[src/rtl/chirp_pkg.sv]
package chirp_pkg;

    typedef enum logic [1:0] {
        LS_SE0 = 2'b00,
        LS_J   = 2'b01,
        LS_K   = 2'b10,
        LS_SE1 = 2'b11
    } line_t;

    typedef enum logic [3:0] {
        S_IDLE,
        S_WR_CHIRP,
        S_TX_CMD,
        S_TX_CHIRP,
        S_TX_STP,
        S_LISTEN,
        S_WR_HS,
        S_WR_FS,
        S_HS
    } seq_t;

    typedef struct packed {
        seq_t st;
        logic hs;
    } ctl_t;

    localparam logic [5:0] FCTRL_ADDR  = 6'h04;
    localparam logic [7:0] TXCMD_NOPID = 8'h40;

    // Field layout decoded by the transceiver: op[4:3], term[2], xcvr[1:0]
    function automatic logic [7:0] fctrl(input logic [1:0] xcvr, input logic term,
                                         input logic [1:0] op);
        return {3'b000, op, term, xcvr};
    endfunction

    localparam logic [7:0] FC_CHIRP = 8'h14;
    localparam logic [7:0] FC_HS    = 8'h00;
    localparam logic [7:0] FC_FS    = 8'h05;

endpackage

[src/rtl/se0_watch.sv]
module se0_watch
    import chirp_pkg::*;
#(
    parameter int SE0_CYC = 150
) (
    input  logic       clk,
    input  logic       rst_n,
    input  logic       en,
    input  logic [1:0] line_state,
    output logic       se0_seen
);
    localparam int W = $clog2(SE0_CYC + 1);

    logic [W-1:0] cnt_d, cnt_q;

    always_comb begin
        cnt_d = cnt_q;
        if (!en || line_state != LS_SE0) begin
            cnt_d = '0;
        end else if (cnt_q != W'(SE0_CYC)) begin
            cnt_d = cnt_q + W'(1);
        end
    end

    always_ff @(posedge clk or negedge rst_n) begin
        if (!rst_n) cnt_q <= '0;
        else        cnt_q <= cnt_d;
    end

    assign se0_seen = (cnt_q == W'(SE0_CYC));

    // a full SE0 window was really on the line at the previous edge
    p_seen_follows_se0_r1: assert property (@(posedge clk) disable iff (!rst_n)
        se0_seen |-> $past(line_state) == LS_SE0);

endmodule

[src/rtl/kj_pairs.sv]
module kj_pairs
    import chirp_pkg::*;
#(
    parameter int PAIRS = 3
) (
    input  logic       clk,
    input  logic       rst_n,
    input  logic       clr,
    input  logic       diff_valid,
    input  logic [1:0] line_state,
    output logic       done
);
    localparam int W = $clog2(PAIRS + 1);

    logic [W-1:0] cnt_d, cnt_q;
    logic         k_d, k_q;

    always_comb begin
        cnt_d = cnt_q;
        k_d   = k_q;
        if (clr) begin
            cnt_d = '0;
            k_d   = 1'b0;
        end else if (diff_valid) begin
            if (line_state == LS_K) begin
                k_d = 1'b1;
            end else if (line_state == LS_J && k_q) begin
                k_d = 1'b0;
                if (cnt_q != W'(PAIRS)) cnt_d = cnt_q + W'(1);
            end
        end
    end

    always_ff @(posedge clk or negedge rst_n) begin
        if (!rst_n) begin
            cnt_q <= '0;
            k_q   <= 1'b0;
        end else begin
            cnt_q <= cnt_d;
            k_q   <= k_d;
        end
    end

    assign done = (cnt_q == W'(PAIRS));

    // pairs advance by at most one per cycle while counting
    p_pair_step_r5: assert property (@(posedge clk) disable iff (!rst_n)
        !clr |=> (cnt_q == $past(cnt_q) || cnt_q == $past(cnt_q) + W'(1)));

endmodule

[src/rtl/phase_timer.sv]
module phase_timer #(
    parameter int W = 17
) (
    input  logic         clk,
    input  logic         rst_n,
    input  logic         clr,
    output logic [W-1:0] cnt
);
    logic [W-1:0] cnt_d, cnt_q;

    always_comb begin
        if (clr)                  cnt_d = '0;
        else if (cnt_q == '1)     cnt_d = cnt_q;
        else                      cnt_d = cnt_q + W'(1);
    end

    always_ff @(posedge clk or negedge rst_n) begin
        if (!rst_n) cnt_q <= '0;
        else        cnt_q <= cnt_d;
    end

    assign cnt = cnt_q;

endmodule

[src/rtl/hs_chirp_seq.sv]
module hs_chirp_seq
    import chirp_pkg::*;
#(
    parameter int SE0_CYC   = 150,
    parameter int CHIRP_CYC = 66000,
    parameter int HOST_TO   = 360000,
    parameter int PAIRS     = 3
) (
    input  logic       clk,
    input  logic       rst_n,
    input  logic [1:0] line_state,
    input  logic       diff_valid,
    output logic       reg_req,
    output logic [5:0] reg_addr,
    output logic [7:0] reg_data,
    input  logic       reg_ack,
    output logic       tx_valid,
    output logic [7:0] tx_data,
    input  logic       tx_nxt,
    output logic       tx_stp,
    output logic       hs_mode
);
    localparam int TMAX = (CHIRP_CYC > HOST_TO) ? CHIRP_CYC : HOST_TO;
    localparam int TW   = $clog2(TMAX + 1);

    ctl_t          d, q;
    logic          se0_en, se0_seen;
    logic          kj_clr, kj_done;
    logic          tmr_clr;
    logic [TW-1:0] tmr;

    se0_watch #(.SE0_CYC(SE0_CYC)) u_se0 (
        .clk(clk), .rst_n(rst_n), .en(se0_en),
        .line_state(line_state), .se0_seen(se0_seen)
    );

    kj_pairs #(.PAIRS(PAIRS)) u_kj (
        .clk(clk), .rst_n(rst_n), .clr(kj_clr), .diff_valid(diff_valid),
        .line_state(line_state), .done(kj_done)
    );

    phase_timer #(.W(TW)) u_tmr (
        .clk(clk), .rst_n(rst_n), .clr(tmr_clr), .cnt(tmr)
    );

    always_comb begin
        d        = q;
        se0_en   = 1'b0;
        kj_clr   = 1'b1;
        tmr_clr  = 1'b0;
        reg_req  = 1'b0;
        reg_addr = FCTRL_ADDR;
        reg_data = 8'h00;
        tx_valid = 1'b0;
        tx_data  = 8'h00;
        tx_stp   = 1'b0;
        unique case (q.st)
            S_IDLE: begin
                se0_en = 1'b1;
                if (se0_seen) d.st = S_WR_CHIRP;
            end
            S_WR_CHIRP: begin
                reg_req  = 1'b1;
                reg_data = fctrl(2'b00, 1'b1, 2'b10);
                if (reg_ack) d.st = S_TX_CMD;
            end
            S_TX_CMD: begin
                tx_valid = 1'b1;
                tx_data  = TXCMD_NOPID;
                tmr_clr  = 1'b1;
                if (tx_nxt) d.st = S_TX_CHIRP;
            end
            S_TX_CHIRP: begin
                tx_valid = 1'b1;
                if (tmr == TW'(CHIRP_CYC - 1)) d.st = S_TX_STP;
            end
            S_TX_STP: begin
                tx_valid = 1'b1;
                tx_stp   = 1'b1;
                tmr_clr  = 1'b1;
                d.st     = S_LISTEN;
            end
            S_LISTEN: begin
                kj_clr = 1'b0;
                if (kj_done)                         d.st = S_WR_HS;
                else if (tmr == TW'(HOST_TO - 1))    d.st = S_WR_FS;
            end
            S_WR_HS: begin
                reg_req  = 1'b1;
                reg_data = fctrl(2'b00, 1'b0, 2'b00);
                if (reg_ack) begin
                    d.st = S_HS;
                    d.hs = 1'b1;
                end
            end
            S_WR_FS: begin
                reg_req  = 1'b1;
                reg_data = fctrl(2'b01, 1'b1, 2'b00);
                if (reg_ack) begin
                    d.st = S_IDLE;
                    d.hs = 1'b0;
                end
            end
            S_HS: begin
                d.st = S_HS;
            end
            default: d.st = S_IDLE;
        endcase
    end

    always_ff @(posedge clk or negedge rst_n) begin
        if (!rst_n) begin
            q.st <= S_IDLE;
            q.hs <= 1'b0;
        end else begin
            q <= d;
        end
    end

    assign hs_mode = q.hs;

    // Independent count of chirp data cycles, used only by the checks below
    logic [TW-1:0] chk_chirp_q;
    always_ff @(posedge clk or negedge rst_n) begin
        if (!rst_n)                                     chk_chirp_q <= '0;
        else if (tx_stp)                                chk_chirp_q <= '0;
        else if (tx_valid && tx_data == 8'h00 && chk_chirp_q != '1)
                                                        chk_chirp_q <= chk_chirp_q + TW'(1);
    end

    // request and its payload hold until acknowledged
    p_req_hold_r2: assert property (@(posedge clk) disable iff (!rst_n)
        (reg_req && !reg_ack) |=> (reg_req && $stable(reg_data) && $stable(reg_addr)));

    // stop lasts one cycle
    p_stp_pulse_r4: assert property (@(posedge clk) disable iff (!rst_n)
        tx_stp |=> !tx_stp);

    // the chirp carried exactly the configured number of data cycles
    p_chirp_len_r4: assert property (@(posedge clk) disable iff (!rst_n)
        tx_stp |-> chk_chirp_q == TW'(CHIRP_CYC));

    // high-speed mode only follows an acknowledged high-speed write
    p_hs_after_write_r6: assert property (@(posedge clk) disable iff (!rst_n)
        $rose(hs_mode) |-> ($past(reg_ack) && $past(reg_req) && $past(reg_data) == FC_HS));

    // register and transmit paths are never driven together
    p_excl_r9: assert property (@(posedge clk) disable iff (!rst_n)
        !(reg_req && tx_valid));

endmodule

[config.mk]
export PLATFORM = sky130hd
export DESIGN_NAME = hs_chirp_seq
export DESIGN_NICKNAME = d
export VERILOG_FILES = /design/src/rtl/chirp_pkg.sv /design/src/rtl/se0_watch.sv /design/src/rtl/kj_pairs.sv /design/src/rtl/phase_timer.sv /design/src/rtl/hs_chirp_seq.sv
export SDC_FILE = /design/constraint.sdc
export NUM_CORES = 1
export LEC_CHECK = 0
export BUFFER_PORTS_ARGS = -buffer_cell sky130_fd_sc_hd__buf_2
export CAP_MARGIN = 40
export CORE_ASPECT_RATIO = 1.25
export CORE_MARGIN = 1.5
export CORE_UTILIZATION = 51
export CTS_CLUSTER_SIZE = 16
export DETAILED_ROUTE_END_ITERATION = 10
export HOLD_SLACK_MARGIN = 0.08
export PLACE_DENSITY = 0.73
export SETUP_SLACK_MARGIN = 0.1
export SYNTH_ARGS = -nofsm -noshare
export SYNTH_HDL_FRONTEND = slang
export SYNTH_SLANG_ARGS = --single-unit
export TNS_END_PERCENT = 100
[constraint.sdc]
create_clock -name clk -period 5.15 [get_ports clk]
set_clock_uncertainty 0.15 [all_clocks]
set_input_delay 1.03 -clock clk [delete_from_list [all_inputs] [get_ports clk]]
set_output_delay 1.03 -clock clk [all_outputs]
set_load 0.05 [all_outputs]
==> PnR_summary.wiki, run 1 <==
{| class="wikitable"
! Metric !! Value
|-
| Final critical path time including I/O delays and setup || 3.01 ns
|-
| Max capacitance violation total || 0
|-
| P_int || 0.548 mW
|-
| Primary FF master, synth || sky130_fd_sc_hd__dfrtp_1
|-
| Via count of the first global-routing pass || 1,421
|-
| Antenna Nets Post-Route || 0
|-
| Proportion of layout cells with a drive suffix above 1 || 0.122
|-
| Worst vdd ir || 274 uV
|-
| Library cell with the largest summed area after synthesis || sky130_fd_sc_hd__dfrtp_1
|-
| Cell at the root of the clock tree || sky130_fd_sc_hd__clkbuf_8
|-
| Global placement routability congestion || 0.860
|-
| Proportion of synthesized chip area in sequential cells || 0.405
|-
| Post-synth top area share || 0.405
|-
| Die outline height || 75.8 um
|-
| Type of element capturing the critical path || output port
|-
| Overall overflow remaining after global route || 0
|-
| Total of flip-flops plus latches after synthesis || 35
|-
| Floorplan die width || 61.3 um
|-
| Count of cells resized by post-cts repair || 0
|-
| Worst skew pair latency || 0.29 ns
|-
| Critical path type || flip-flop to output port
|-
| Core ar. || 4070 um2
|-
| Number of CTS-inserted buffers || 5
|-
| Via Count || 1,645
|-
| Crit path launch type || flip-flop
|-
| CP Data Required Time || 3.97 ns
|-
| Share of async-settable or async-resettable flops after synthesis || 1.00
|-
| Yosys warns || 0
|-
| Antenna diodes || 0
|-
| Ratio of final minimum period to clock period || 0.584
|-
| Die footprint || 4650 um2
|-
| Total GRT Usage || 0.184
|-
| Via count normalized by instance count || 5.29
|-
| Antenna violations before repair || 0
|-
| Final Hold Fails || 0
|-
| DRC violation total after the first TritonRoute iteration || 106
|-
| # rows || 26
|-
| Pin count of the biggest net entering global routing || 36
|-
| Combinational Power Share || 0.392
|-
| Reg clk slew, reported paths || 0.07 ns
|-
| Sum of net half-perimeters after detailed placement || 2940 um
|-
| Detail-routed net length per standard cell || 13.0 um
|-
| Effective utilization at floorplan || 0.532
|-
| Fmax || 0.332 GHz
|-
| Area used by multi-input combinational logic || 1170 um2
|-
| Main area contributors after synthesis || sky130_fd_sc_hd__dfrtp_1 40%, sky130_fd_sc_hd__buf_4 6.6%, sky130_fd_sc_hd__nor2_1 6.1%
|-
| Post-synthesis instance area || 2160 um2
|-
| H-tree depth reported by CTS || 2
|-
| Total detailed-routing wirelength || 4040 um
|-
| Outcome || finished, final reports clean
|-
| Final worst setup slack || 2.14 ns
|-
| Clock tree sinks || 35
|-
| Setup repair after global routing missed its margin || no
|-
| Average size of a mapped cell || 8.98 um2
|-
| Clock Tree Buf Depth || 2
|-
| Share of total power consumed by net switching || 0.420
|-
| Detailed-route DRC error count || 0
|-
| Hold/Removal Path Class || flip-flop to flip-flop
|-
| Clock tree from TritonCTS || done
|-
| Number of fill cells || 390
|-
| Number of slew-limit violations in the final report || 0
|-
| FF/Latch Area || 876 um2
|-
| Data arrival time of the worst path || 1.83 ns
|-
| Number of endpoints failing setup at the final stage || 0
|-
| Synthesized netlist cell count || 241
|-
| Input/output buffers || 14
|-
| Final sum of negative setup slack || 0 ns
|-
| Power density over the cells || 409 nW/um2
|-
| Postcts setup bufs || 0
|-
| Count of distinct cell types in the synthesized netlist || 49
|-
| Measured slew at the worst slew-check pin || 0.755 ns
|-
| Sequential cell fraction of total power || 0.378
|-
| First-pass GRT wire length || 6380 um
|-
| Top-Level Pins || 33
|-
| Relative contribution of the clock network to total power || 0.230
|-
| Synthesis-to-layout area growth || 6.53%
|-
| Leakage || 1.01 nW
|-
| Layout net count || 265
|-
| Switching power summed over all nets || 0.396 mW
|-
| Number of enable-type register cells in the synthesized netlist || 0
|-
| Total iterations of the first detailed-routing run || 6
|-
| Peak fanout along the critical path || 14
|-
| Most used standard cells in the synthesized netlist || 35 x sky130_fd_sc_hd__dfrtp_1, 35 x sky130_fd_sc_hd__nor2_1, 20 x sky130_fd_sc_hd__nand2_1
|-
| Relative slew margins || 0.497
|-
| Hold-fix buffers, CTS || 0
|-
| Post-Place Setup Slack || 2.48 ns
|}
state kept, by name (all words and copies together), names as in the netlist:
signal and cells:
u_tmr.cnt 19, u_se0.cnt_q 8, q 4, u_kj.cnt_q 2, hs_mode 1, u_kj.k_q 1
placed cells by master, fill, tap and decap left out, types with 5 or more instances in the layout:
| cell type | count |
|---|---|
| sky130_fd_sc_hd__nor2_1 | 35 |
| sky130_fd_sc_hd__dfrtp_1 | 35 |
| sky130_fd_sc_hd__nand2_1 | 20 |
| sky130_fd_sc_hd__conb_1 | 18 |
| sky130_fd_sc_hd__buf_2 | 14 |
| sky130_fd_sc_hd__xor2_1 | 12 |
| sky130_fd_sc_hd__nand3_1 | 11 |
| sky130_fd_sc_hd__nor3_1 | 8 |
| sky130_fd_sc_hd__xnor2_1 | 7 |
| sky130_fd_sc_hd__nand4_1 | 7 |
| sky130_fd_sc_hd__clkbuf_8 | 7 |
| sky130_fd_sc_hd__o211ai_1 | 6 |
| sky130_fd_sc_hd__nand2b_1 | 5 |
| sky130_fd_sc_hd__a21oi_1 | 5 |
cells by family after synthesis:
kind of cell | Yosys count | synth area share
simple gates | 114 | 0.270
flops | 35 | 0.405
compound gates | 34 | 0.113
buf+inv | 28 | 0.0838
xor+xnor | 19 | 0.0769
mux | 5 | 0.0254
fa+ha+maj | 4 | 0.0231
other cells | 2 | 0.00347
power by group through the flow:
stage	clock network [mW]	registers, mW	logic (mW)
after floorplan	0	0.341	0.325
after global placement	0	0.358	0.358
after detailed placement	0	0.360	0.372
after CTS	0.224	0.355	0.375
after global routing	0.234	0.363	0.405
final	0.217	0.356	0.370
worst max-delay path: stages (launching register included):
cell and delay, ns:
sky130_fd_sc_hd__dfrtp_1 0.58, sky130_fd_sc_hd__xnor2_1 0.16, sky130_fd_sc_hd__or3_1 0.43, sky130_fd_sc_hd__nand2_1 0.11, sky130_fd_sc_hd__buf_2 0.26
final timing paths:
check	from	to	slack, ns	depth (start not counted)
max in group asynchronous	rst_n	u_tmr.cnt[0]	3.71	1
worst max-delay path	q[2]	tx_valid	2.14	4
min in group asynchronous	rst_n	u_se0.cnt_q[1]	0.65	1
worst max register to register	u_tmr.cnt[0]	q[1]	2.79	6
worst min register to register	hs_mode	hs_mode	0.32	2
worst min-delay path	hs_mode	hs_mode	0.32	2
layer usage:
layer,vias up,GRT usage,wire length (um)
li1,844,-,-
met4,0,0.0797,78
met1,768,0.238,1900
met2,25,0.294,1950
met3,8,0.0407,114
met5,-,0,0
per-stage QoR:
stage | hold slack (ns) | std cells | utilization | power, mW | instance area [um2]
after floorplan | 0.341 | 257 | - | 0.666 | 2220
after global placement | 0.315 | 302 | 0.540 | 0.716 | 2190
after detailed placement | 0.318 | 303 | 0.542 | 0.733 | 2210
after CTS | 0.333 | 311 | 0.567 | 0.954 | 2310
after global routing | 0.363 | 311 | 0.567 | 1.00 | 2310
final | 0.324 | 311 | 0.567 | 0.944 | 2310
final cells by class:
type	count	area share
multi-input cells	194	0.506
flip-flops and latches	35	0.380
clock buffers	8	0.0434
repair buffers	15	0.0353
well taps	56	0.0304
inverters	3	0.00488
No activity file was read; power rests on OpenSTA's default activity.
==> run 2, diff against run 1 <==
--- a/config.mk
+++ b/config.mk
@@ -13,7 +13,7 @@
 export CTS_CLUSTER_SIZE = 16
 export DETAILED_ROUTE_END_ITERATION = 10
 export HOLD_SLACK_MARGIN = 0.08
-export PLACE_DENSITY = 0.73
+export PLACE_DENSITY = 0.76
 export SETUP_SLACK_MARGIN = 0.1
 export SYNTH_ARGS = -nofsm -noshare
 export SYNTH_HDL_FRONTEND = slang
==> constraint.sdc (replaced) <==
create_clock -name clk -period 2.66 [get_ports clk]
set_clock_uncertainty 0.15 [all_clocks]
set_input_delay 0.532 -clock clk [delete_from_list [all_inputs] [get_ports clk]]
set_output_delay 0.532 -clock clk [all_outputs]
set_load 0.05 [all_outputs]
==> run 2 against run 1 <==
Compared with the run above:
- sequential power grew 93%
- non-clock buffer count grew 1
- total power rose by 100%
- flip-flop and latch count unchanged
- critical path depth unchanged
- global-route usage increased by 1.4 points
- final area increased by 1.0%
==> PnR_summary.wiki, run 2 (synthesis results as in run 1) <==
{| class="wikitable"
! Metric !! Value
|-
| Antenna violations before repair || 0 (unchanged)
|-
| Final sum of negative setup slack || 0 ns (unchanged)
|-
| Most common cell after layout, fill and taps aside || sky130_fd_sc_hd__nor2_1
|-
| Cell at the root of the clock tree || sky130_fd_sc_hd__clkbuf_8 (unchanged)
|-
| Post-Place Setup Slack || 0.446 ns (was 2.48 ns)
|-
| Input/output buffers || 14 (unchanged)
|-
| Endpoint of the worst setup timing path || tx_valid (unchanged)
|-
| Antenna Nets Post-Route || 0 (unchanged)
|-
| Synthesis-to-layout area growth || 7.63% (was 6.53%)
|-
| Layout net count || 266 (was 265)
|-
| Clock tree sinks || 35 (unchanged)
|-
| Number of CTS-inserted buffers || 5 (unchanged)
|-
| Die footprint || 4650 um2 (unchanged)
|-
| Ratio of final minimum period to clock period || 0.917
|-
| Final critical path time including I/O delays and setup || 2.44 ns
|-
| Worst vdd ir || 549 uV (was 274 uV)
|-
| Startpoint of the worst register-to-register path || u_tmr.cnt[0] (unchanged)
|-
| Crit path launch type || flip-flop (unchanged)
|-
| Reg clk slew, reported paths || 0.08 ns (was 0.07 ns)
|-
| Type of element capturing the critical path || output port (unchanged)
|-
| Via Count || 1,734 (was 1,645)
|-
| Total iterations of the first detailed-routing run || 4 (was 6)
|-
| # rows || 26 (unchanged)
|-
| Final worst setup slack || 0.220 ns (was 2.14 ns)
|-
| Critical path type || flip-flop to output port (unchanged)
|-
| Core ar. || 4070 um2 (unchanged)
|-
| Area of all placed cells without fillers || 2330 um2 (was 2310 um2)
|-
| Detail-routed net length per standard cell || 13.4 um (was 13.0 um)
|-
| First-pass GRT wire length || 6850 um (was 6380 um)
|-
| Via count of the first global-routing pass || 1,494 (was 1,421)
|-
| Data arrival time of the worst path || 1.76 ns (was 1.83 ns)
|-
| Flip-flop count of the largest register after layout || 19 (unchanged)
|-
| Power density over the cells || 810 nW/um2 (was 409 nW/um2)
|-
| Effective utilization at floorplan || 0.532 (unchanged)
|-
| Floorplan die width || 61.3 um (unchanged)
|-
| Total detailed-routing wirelength || 4190 um (was 4040 um)
|-
| Number of fill cells || 391 (was 390)
|-
| Pin count of the biggest net entering global routing || 36 (unchanged)
|-
| Flop2flop setup slack || 0.42 ns (was 2.79 ns)
|-
| Die outline height || 75.8 um (unchanged)
|-
| Final Hold Fails || 0 (unchanged)
|-
| Relative slew margins || 0.480 (was 0.497)
|-
| Utilization of the core after routing || 0.573 (was 0.567)
|-
| Global placement routability congestion || 0.922 (was 0.860)
|-
| DRC violation total after the first TritonRoute iteration || 114 (was 106)
|-
| Via count normalized by instance count || 5.56 (was 5.29)
|-
| Hold-fix buffers, CTS || 0 (unchanged)
|-
| Max capacitance violation total || 0 (unchanged)
|-
| Number of slew-limit violations in the final report || 0 (unchanged)
|-
| Cell area reported after detailed placement || 2210 um2 (about the same)
|-
| Sum of net half-perimeters after detailed placement || 3000 um (was 2940 um)
|-
| Reg-to-Reg End || u_tmr.cnt[2] (was q[1])
|-
| Commonest cells after routing, fill and taps aside || 35 x sky130_fd_sc_hd__nor2_1, 33 x sky130_fd_sc_hd__dfrtp_1, 20 x sky130_fd_sc_hd__nand2_1, 18 x sky130_fd_sc_hd__conb_1, 14 x sky130_fd_sc_hd__buf_2 (was 35 x sky130_fd_sc_hd__nor2_1, 35 x sky130_fd_sc_hd__dfrtp_1, 20 x sky130_fd_sc_hd__nand2_1, 18 x sky130_fd_sc_hd__conb_1, 14 x sky130_fd_sc_hd__buf_2)
|-
| Measured slew at the worst slew-check pin || 0.780 ns (was 0.755 ns)
|-
| CP Data Required Time || 1.98 ns (was 3.97 ns)
|-
| Total GRT Usage || 0.199 (was 0.184)
|-
| Overall overflow remaining after global route || 0 (unchanged)
|-
| Setup repair after global routing missed its margin || no (unchanged)
|-
| Detailed-route DRC error count || 0 (unchanged)
|-
| Total design power || 1.89 mW (was 0.944 mW)
|-
| H-tree depth reported by CTS || 2 (unchanged)
|-
| Clock Tree Buf Depth || 2 (unchanged)
|-
| Proportion of layout cells with a drive suffix above 1 || 0.141 (was 0.122)
|-
| Top-Level Pins || 33 (unchanged)
|-
| Clock tree from TritonCTS || done (unchanged)
|-
| Hold/Removal Path Class || primary input to asynchronous set/reset pin (was flip-flop to flip-flop)
|-
| Leakage || 1.03 nW (was 1.01 nW)
|-
| Antenna diodes || 0 (unchanged)
|-
| Worst skew pair latency || 0.29 ns (about the same)
|-
| Crit. Startpoint || q[2] (unchanged)
|-
| Fmax || 0.410 GHz
|-
| Number of endpoints failing setup at the final stage || 0 (unchanged)
|-
| Peak fanout along the critical path || 14 (unchanged)
|-
| Worst Reg-to-Reg Cells || 6 (unchanged)
|-
| Outcome || finished, final reports clean (unchanged)
|}
==> run 2: cell types whose count changed in the layout (fill, tap and decap cells not counted), sizes merged <==
cell,previous run,this run
clkinv,0,2
bufinv,0,1
buf,15,16
clkbuf,8,5
==> run 2: metrics by stage <==
| step | hold WS (ns) | instances |
|---|---|---|
| floorplan | 0.0864 | 257 |
| global placement | 0.327 | 304 |
| detailed placement | 0.329 | 304 |
| CTS | 0.191 | 312 |
| global route | 0.233 | 312 |
| finish | 0.166 | 312 |
==> run 2: worst min-delay path by stage <==
stage	end	cells after the start	startpoint	slack, ns
finish	u_se0.cnt_q[5]	1	rst_n	0.17
global route	u_se0.cnt_q[5]	1	rst_n	0.23
CTS	u_se0.cnt_q[5]	1	rst_n	0.19
detailed placement	hs_mode	2	hs_mode	0.33
global placement	hs_mode	2	hs_mode	0.33
floorplan	hs_mode	0	rst_n	0.09
==> run 2: worst max-delay path: stages (launching register included) <==
cell	delay [ns]
sky130_fd_sc_hd__dfrtp_2	0.50
sky130_fd_sc_hd__xnor2_1	0.18
sky130_fd_sc_hd__or3_1	0.43
sky130_fd_sc_hd__nand2_1	0.11
sky130_fd_sc_hd__buf_2	0.26
==> run 2: final cells by class <==
class / instances / area (um2) / share of cell area
Clock buffer: 5 / 68.8 / 0.0295
Clock inverter: 3 / 43.8 / 0.0188
Inverter: 3 / 11.3 / 0.00483
Multi-Input combinational cell: 194 / 1170 / 0.503
Sequential cell: 35 / 878 / 0.377
Tap cell: 56 / 70.1 / 0.0301
Timing Repair Buffer: 16 / 85.1 / 0.0365
==> run 2: per-layer routing <==
| metal | wire, um | track usage | part of all wire | vias up |
|---|---|---|---|---|
| met1 | 1820 | 0.248 | 0.43 | 823 |
| li1 | - | - | - | 851 |
| met3 | 161 | 0.0560 | 0.038 | 6 |
| met4 | 59 | 0.0749 | 0.014 | 0 |
| met5 | 0 | 0 | 0 | - |
| met2 | 2150 | 0.324 | 0.51 | 54 |
==> run 2: repair_timing <==
| action | CTS | global route |
|---|---|---|
| setup buffers | 0 | 0 |
| gates resized for setup | 0 | 2 |
| setup endpoints to repair | 0 | 1 |
==> run 2: report_power, final <==
part           total [mW]  switching, mW  internal (mW)
Clock               0.484          0.205          0.279
Sequential          0.688         0.0959          0.592
Combinational       0.715          0.486          0.229
